--- src/rtl/loc_arb_pkg.sv ---
package loc_arb_pkg;

    // control write bit positions
    localparam int CTL_REQ   = 0;
    localparam int CTL_REL   = 1;
    localparam int CTL_SEIZE = 2;
    localparam int CTL_ESTAB = 3;
    localparam int CTL_W     = 4;

    // state byte field positions
    localparam int ST_VALID  = 7;
    localparam int ST_OWN_HI = 4;
    localparam int ST_OWN_LO = 2;
    localparam int ST_ASSIGN = 1;
    localparam int ST_EST    = 0;

    typedef enum logic [1:0] {
        PH_IDLE    = 2'd0,
        PH_RESOLVE = 2'd1,
        PH_OWNED   = 2'd2
    } phase_e;

endpackage

--- src/rtl/loc_arb_decode.sv ---
module loc_arb_decode
    import loc_arb_pkg::*;
#(
    parameter int NUM_LOC = 5,
    parameter int LOC_W   = 3
) (
    input  logic               wr_en,
    input  logic [LOC_W-1:0]   wr_loc,
    input  logic [CTL_W-1:0]   wr_data,
    output logic [NUM_LOC-1:0] req_v,
    output logic [NUM_LOC-1:0] rel_v,
    output logic [NUM_LOC-1:0] seize_v,
    output logic [NUM_LOC-1:0] estab_v
);

    for (genvar g = 0; g < NUM_LOC; g++) begin : g_loc
        logic hit;
        assign hit        = wr_en && (wr_loc == LOC_W'(g));
        assign req_v[g]   = hit && wr_data[CTL_REQ];
        assign rel_v[g]   = hit && wr_data[CTL_REL];
        assign seize_v[g] = hit && wr_data[CTL_SEIZE];
        assign estab_v[g] = hit && wr_data[CTL_ESTAB];
    end

endmodule

--- src/rtl/loc_arb_pick.sv ---
module loc_arb_pick #(
    parameter int NUM_LOC = 5,
    parameter int LOC_W   = 3
) (
    input  logic [NUM_LOC-1:0] vec,
    output logic [LOC_W-1:0]   idx,
    output logic               any
);

    always_comb begin
        idx = '0;
        for (int i = 0; i < NUM_LOC; i++) begin
            if (vec[i]) begin
                idx = LOC_W'(i);
            end
        end
        any = |vec;
    end

endmodule

--- src/rtl/loc_arb_estab.sv ---
module loc_arb_estab #(
    parameter int NUM_LOC   = 5,
    parameter int ESTAB_MIN = 3
) (
    input  logic               clk,
    input  logic               rst_n,
    input  logic               hash_end,
    input  logic [NUM_LOC-1:0] estab_v,
    output logic               est_o
);

    logic est_d, est_q;
    logic high_hit;

    assign high_hit = |estab_v[NUM_LOC-1:ESTAB_MIN];

    always_comb begin
        est_d = est_q;
        if (hash_end) begin
            est_d = 1'b0;
        end else if (high_hit) begin
            est_d = 1'b1;
        end
    end

    always_ff @(posedge clk) begin
        if (!rst_n) begin
            est_q <= 1'b1;
        end else begin
            est_q <= est_d;
        end
    end

    assign est_o = est_q;

    AST_HASH_CLEARS_EST: assert property (@(posedge clk) disable iff (!rst_n)
        hash_end |=> !est_o);

    AST_EST_SET_ONLY_HIGH: assert property (@(posedge clk) disable iff (!rst_n)
        $rose(est_o) |-> $past(|estab_v[NUM_LOC-1:ESTAB_MIN]));

endmodule

--- src/rtl/loc_arbiter.sv ---
module loc_arbiter
    import loc_arb_pkg::*;
#(
    parameter int NUM_LOC   = 5,
    parameter int LOC_W     = 3,
    parameter int ESTAB_MIN = 3
) (
    input  logic               clk,
    input  logic               rst_n,
    input  logic               wr_en,
    input  logic [LOC_W-1:0]   wr_loc,
    input  logic [3:0]         wr_data,
    input  logic               hash_end,
    output logic [7:0]         state_o,
    output logic [NUM_LOC-1:0] granted_o,
    output logic [NUM_LOC-1:0] seized_o
);

    localparam logic [LOC_W-1:0] LAST_LOC = LOC_W'(NUM_LOC - 1);

    typedef struct packed {
        phase_e             phase;
        logic [LOC_W-1:0]   owner;
        logic [NUM_LOC-1:0] req;
        logic [NUM_LOC-1:0] seized;
    } arb_st_t;

    arb_st_t st_d, st_q;

    logic [NUM_LOC-1:0] req_v, rel_v, seize_v, estab_v;
    logic [NUM_LOC-1:0] req_w, seized_w;
    logic [LOC_W-1:0]   pick_idx;
    logic               pick_any;
    logic               owned, owner_rel, seize_ok, est;

    loc_arb_decode #(.NUM_LOC(NUM_LOC), .LOC_W(LOC_W)) u_decode (
        .wr_en   (wr_en),
        .wr_loc  (wr_loc),
        .wr_data (wr_data),
        .req_v   (req_v),
        .rel_v   (rel_v),
        .seize_v (seize_v),
        .estab_v (estab_v)
    );

    loc_arb_estab #(.NUM_LOC(NUM_LOC), .ESTAB_MIN(ESTAB_MIN)) u_estab (
        .clk      (clk),
        .rst_n    (rst_n),
        .hash_end (hash_end),
        .estab_v  (estab_v),
        .est_o    (est)
    );

    assign owned = (st_q.phase == PH_OWNED);

    // pending-request and been-seized update from this cycle's write
    always_comb begin
        req_w     = st_q.req;
        seized_w  = st_q.seized;
        owner_rel = 1'b0;
        for (int i = 0; i < NUM_LOC; i++) begin
            if (rel_v[i]) begin
                req_w[i] = 1'b0;
                if (owned && st_q.owner == LOC_W'(i)) begin
                    owner_rel = 1'b1;
                end
            end else if (req_v[i]) begin
                seized_w[i] = 1'b0;
                if (!(owned && st_q.owner == LOC_W'(i))) begin
                    req_w[i] = 1'b1;
                end
            end
        end
        seize_ok = owned && (|seize_v) && !(|rel_v) && (wr_loc > st_q.owner);
    end

    loc_arb_pick #(.NUM_LOC(NUM_LOC), .LOC_W(LOC_W)) u_pick (
        .vec (req_w),
        .idx (pick_idx),
        .any (pick_any)
    );

    always_comb begin
        st_d        = st_q;
        st_d.req    = req_w;
        st_d.seized = seized_w;
        case (st_q.phase)
            PH_IDLE: begin
                if (pick_any) begin
                    st_d.phase = PH_RESOLVE;
                end
            end
            PH_RESOLVE: begin
                if (pick_any) begin
                    st_d.phase = PH_OWNED;
                    st_d.owner = pick_idx;
                    for (int i = 0; i < NUM_LOC; i++) begin
                        if (pick_idx == LOC_W'(i)) begin
                            st_d.req[i] = 1'b0;
                        end
                    end
                end else begin
                    st_d.phase = PH_IDLE;
                end
            end
            PH_OWNED: begin
                if (owner_rel) begin
                    st_d.phase = pick_any ? PH_RESOLVE : PH_IDLE;
                    st_d.owner = '0;
                end else if (seize_ok) begin
                    for (int i = 0; i < NUM_LOC; i++) begin
                        if (st_q.owner == LOC_W'(i)) begin
                            st_d.seized[i] = 1'b1;
                        end
                        if (wr_loc == LOC_W'(i)) begin
                            st_d.req[i] = 1'b0;
                        end
                    end
                    st_d.owner = wr_loc;
                end
            end
            default: begin
                st_d.phase = PH_IDLE;
                st_d.owner = '0;
            end
        endcase
    end

    always_ff @(posedge clk) begin
        if (!rst_n) begin
            st_q <= '{phase: PH_IDLE, owner: '0, req: '0, seized: '0};
        end else begin
            st_q <= st_d;
        end
    end

    always_comb begin
        state_o                     = '0;
        state_o[ST_VALID]           = (st_q.phase != PH_RESOLVE);
        state_o[ST_OWN_HI:ST_OWN_LO] = 3'(st_q.owner);
        state_o[ST_ASSIGN]          = owned;
        state_o[ST_EST]             = est;
        for (int i = 0; i < NUM_LOC; i++) begin
            granted_o[i] = owned && (st_q.owner == LOC_W'(i));
        end
    end

    assign seized_o = st_q.seized;

    AST_ONE_OWNER: assert property (@(posedge clk) disable iff (!rst_n)
        $onehot0(granted_o));

    AST_RESOLVE_ONE_CYCLE: assert property (@(posedge clk) disable iff (!rst_n)
        !state_o[ST_VALID] |=> state_o[ST_VALID]);

    AST_UNASSIGNED_ZERO_OWNER: assert property (@(posedge clk) disable iff (!rst_n)
        !state_o[ST_ASSIGN] |-> (state_o[ST_OWN_HI:ST_OWN_LO] == 3'd0));

    AST_BAD_LOC_QUIET: assert property (@(posedge clk) disable iff (!rst_n)
        (wr_en && wr_loc > LAST_LOC && state_o[ST_ASSIGN]) |=> $stable(granted_o));

    for (genvar g = 0; g < NUM_LOC; g++) begin : g_chk
        AST_SEIZE_HITS_OWNER: assert property (@(posedge clk) disable iff (!rst_n)
            $rose(seized_o[g]) |-> $past(granted_o[g]));
    end

endmodule

--- config.mk ---
export PLATFORM = sky130hd
export DESIGN_NAME = loc_arbiter
export DESIGN_NICKNAME = d
export VERILOG_FILES = /design/src/rtl/loc_arb_pkg.sv /design/src/rtl/loc_arb_decode.sv /design/src/rtl/loc_arb_pick.sv /design/src/rtl/loc_arb_estab.sv /design/src/rtl/loc_arbiter.sv
export SDC_FILE = /design/constraint.sdc
export NUM_CORES = 1
export LEC_CHECK = 0
export BUFFER_PORTS_ARGS = -buffer_cell sky130_fd_sc_hd__buf_2
export CAP_MARGIN = 20
export CORE_MARGIN = 2
export CORE_UTILIZATION = 45
export CTS_CLUSTER_DIAMETER = 150
export DETAILED_ROUTE_END_ITERATION = 12
export PLACE_DENSITY = 0.71
export SETUP_SLACK_MARGIN = 0.3
export SYNTH_ARGS = -nofsm -noshare
export SYNTH_HDL_FRONTEND = slang
export SYNTH_SLANG_ARGS = --single-unit
--- constraint.sdc ---
create_clock -name clk -period 2.2 [get_ports clk]
set_input_delay 0.11 -clock clk [delete_from_list [all_inputs] [get_ports clk]]
set_output_delay 0.11 -clock clk [all_outputs]
set_load 0.005 [all_outputs]
==> flow_metrics.tcl <==
set metrics [dict create \
    outcome "finished clean" \
    grt.total_usage_pct 24.2 \
    fmax_mhz 483 \
    fin_skew_ns 0.00748 \
    post-place-ws_ns 0.0931 \
    grt_first_pass_wirelength_um 6240 \
    place.gp.congestion 0.935 \
    crit_chain "inv_2 > ha_4 > and4bb_2 > o2bb2ai_2 > o211ai_1 > or2_4 > or4_1 > o211ai_1" \
    peakVddDrop_mv 0.311 \
    hold_path_depth 3 \
    crit_cells 8 \
    syn2layout_area_growth_pct 33.2 \
    insertedDiodeCount 0 \
    finalCriticalPeriod_ns 2.07 \
    hold_path.class "in2reg" \
    start_util_pct 47.5 \
    min_period_over_period_pct 94.0 \
    critPathKind "reg2reg" \
    required_ns 2.42 \
    clk_path_buf_depth 2 \
    ys_warn_count 0 \
    avgSynthCellArea_um2 7.65 \
    cts_buffers 3 \
    post_drt_wl_per_cell_um 16.1 \
    die_h_um 57.9 \
    ant_nets 0 \
    worstPathArrival_ns 2.28 \
    slew_viol_final 0 \
    io_buffer_count 26 \
    synth_seq_cells 16 \
    cellPowerDensity_nw_per_um2 393 \
    rsz0062_at_grt "yes" \
    drt-total-wl_um 3950 \
    r2r_cells 8 \
    grt_pass1_vias 1341 \
    critical_path.most_common_cell "o211ai_1" \
    drt_iter0_drc 109 \
    syn_area_um2 1310 \
    slowest_delay_ns 0.40 \
    drc 0 \
    finalSetupTns_ns 0 \
    cts_tree "done" \
    setup_ws_ns 0.131 \
    core_area_um2 2760 \
    cts-root-buf "clkbuf_4" \
    synth_flop_cell "dfxtp_1" \
    nets 233 \
    grt_antenna_before_repair 0 \
    row_count 19 \
    setup_viol 0 \
    post-dp-hpwl_um 2690 \
    leakagePower_nw 0.745 \
    critPathMaxFanout 8 \
    hold_viol_final 0 \
    synth-edff-count 0 \
    ioPinCount 29 \
    crit_buf_inv 1 \
    fin_total_pwr_uw 684 \
    die-area_um2 3360 \
    synthDistinctLibCells 51 \
    synthCells 171 \
    grt_overflow_total 0 \
    worstSetupEndpointType "register" \
    fillers 247 \
    cap_violations 0 \
    viasPerCell 5.76 \
    vias 1411 \
    r2r_slack_ns 0.13 \
    critPathTopFamily "simple AND/OR/NAND/NOR gates" \
    drive_gt1_share_pct 39.7 \
    drtPass1Iterations 4 \
    ys_seq_area_share_pct 24.5 \
    clock_latency_ns 0.31 \
    critPathSlowestCell "or4_1" \
    cts_max_level 1 \
    async_flop_share_pct 0 \
    start_kind "register" \
    clkTransAtPathRegs_ns 0.10 \
    die_w_um 57.9 \
    grt_start_max_net_pins 22 \
    numClockSinks 16 \
]
-- repair_timing --
action                                 in CTS  in global routing
hold buffers                                1                  0
endpoints found under the hold margin       1                  0
pin swaps                                   6                  7
setup endpoints to repair                   9                 13
resized for setup                          12                  4
setup buffers                              12                  9
-- kinds of logic (layout without fill, tap and decap cells) --
| group | count (synthesis) | count (layout) | share of synthesized area [%] |
|---|---|---|---|
| compound gates | 42 | 42 | 22.6 |
| xor+xnor | 1 | 1 | 0.669 |
| fa+ha+maj | 7 | 7 | 6.69 |
| buf+inv | 32 | 74 | 13.5 |
| flops | 16 | 16 | 24.5 |
| mux | 4 | 4 | 3.06 |
| other cells | 1 | 2 | 0.287 |
| simple gates | 68 | 68 | 28.8 |
-- layer usage --
layer	track usage (%)	share of wire [%]
met1	31.7	42
met5	0	0
met4	8.64	1.5
met2	40.9	49
met3	2.68	6.6
-- stage by stage --
| step | utilization (%) | instances | cell area, µm² | hold WS (ns) |
|---|---|---|---|---|
| CTS | 60.1 | 236 | 1660 | 0.0859 |
| floorplan | - | 172 | 1380 | 0.222 |
| finish | 63.2 | 245 | 1740 | 0.0866 |
| global placement | 53.8 | 219 | 1480 | 0.308 |
| detailed placement | 53.8 | 219 | 1480 | 0.311 |
| global route | 63.2 | 245 | 1740 | 0.155 |
-- worst register-to-register path: stages, from the launching register on --
cell       delay (ns)
dfxtp_2          0.34
inv_2            0.07
ha_4             0.17
and4bb_2         0.27
o2bb2ai_2        0.12
o211ai_1         0.18
or2_4            0.34
or4_1            0.40
o211ai_1         0.11
-- area by class of cell --
type / count / area (µm²) / share of cell area (%)
Sequential cell: 16 / 332 / 19.0
Inverter: 10 / 37.5 / 2.15
Multi-Input combinational cell: 124 / 907 / 52.0
Timing Repair Buffer: 60 / 392 / 22.5
Tap cell: 31 / 38.8 / 2.23
Clock buffer: 4 / 36.3 / 2.08
-- flip-flops by register name, indices dropped and copies added, names as in the netlist --
name,flops
seized_o,5
state_o,3
u_estab.est_o,1
st_q,7
-- final timing paths --
check,start,endpoint
worst min register to register,seized_o[4],seized_o[4]
worst min-delay path,wr_data[3],u_estab.est_o
worst max register to register,st_q[13],st_q[14]
worst max-delay path,st_q[13],st_q[14]
-- report_power, final --
group / leakage, nW / switching, mW / total [mW] / internal (mW)
clock: 0.0210 / 0.106 / 0.207 / 0.101
sequential: 0.132 / 0.00364 / 0.297 / 0.294
combinational: 0.591 / 0.0999 / 0.180 / 0.0803
-- layout by cell type (no fill, tap or decap), types with 2 or more instances in the layout --
master / count
clkbuf_4: 3
buf_4: 32
dfxtp_4: 2
nand3_1: 6
dfxtp_1: 11
o211ai_1: 4
ha_1: 6
a21oi_1: 2
o41ai_1: 2
nor3_1: 2
mux2i_1: 4
nor4b_1: 2
nand3b_1: 2
nor2b_1: 3
o21ai_0: 10
nor2_1: 8
a21boi_0: 4
inv_1: 8
dfxtp_2: 3
o31ai_4: 3
a31oi_1: 4
o21ai_1: 2
buf_2: 26
nor3b_1: 2
inv_2: 2
conb_1: 2
nand2_1: 25
-- cell usage after synthesis, types with 4 or more instances --
cell type / n / area (µm²)
nand2_1: 25 / 93.8
dfxtp_1: 16 / 320
buf_4: 12 / 90.1
o21ai_0: 12 / 60.1
inv_1: 9 / 33.8
nor2_1: 8 / 30.0
ha_1: 7 / 87.6
clkbuf_1: 6 / 22.5
nand3_1: 6 / 30.0
a21boi_0: 4 / 30.0
a31oi_1: 4 / 25.0
mux2i_1: 4 / 40.0
o211ai_1: 4 / 30.0
Power figures use the tool's default switching activity.
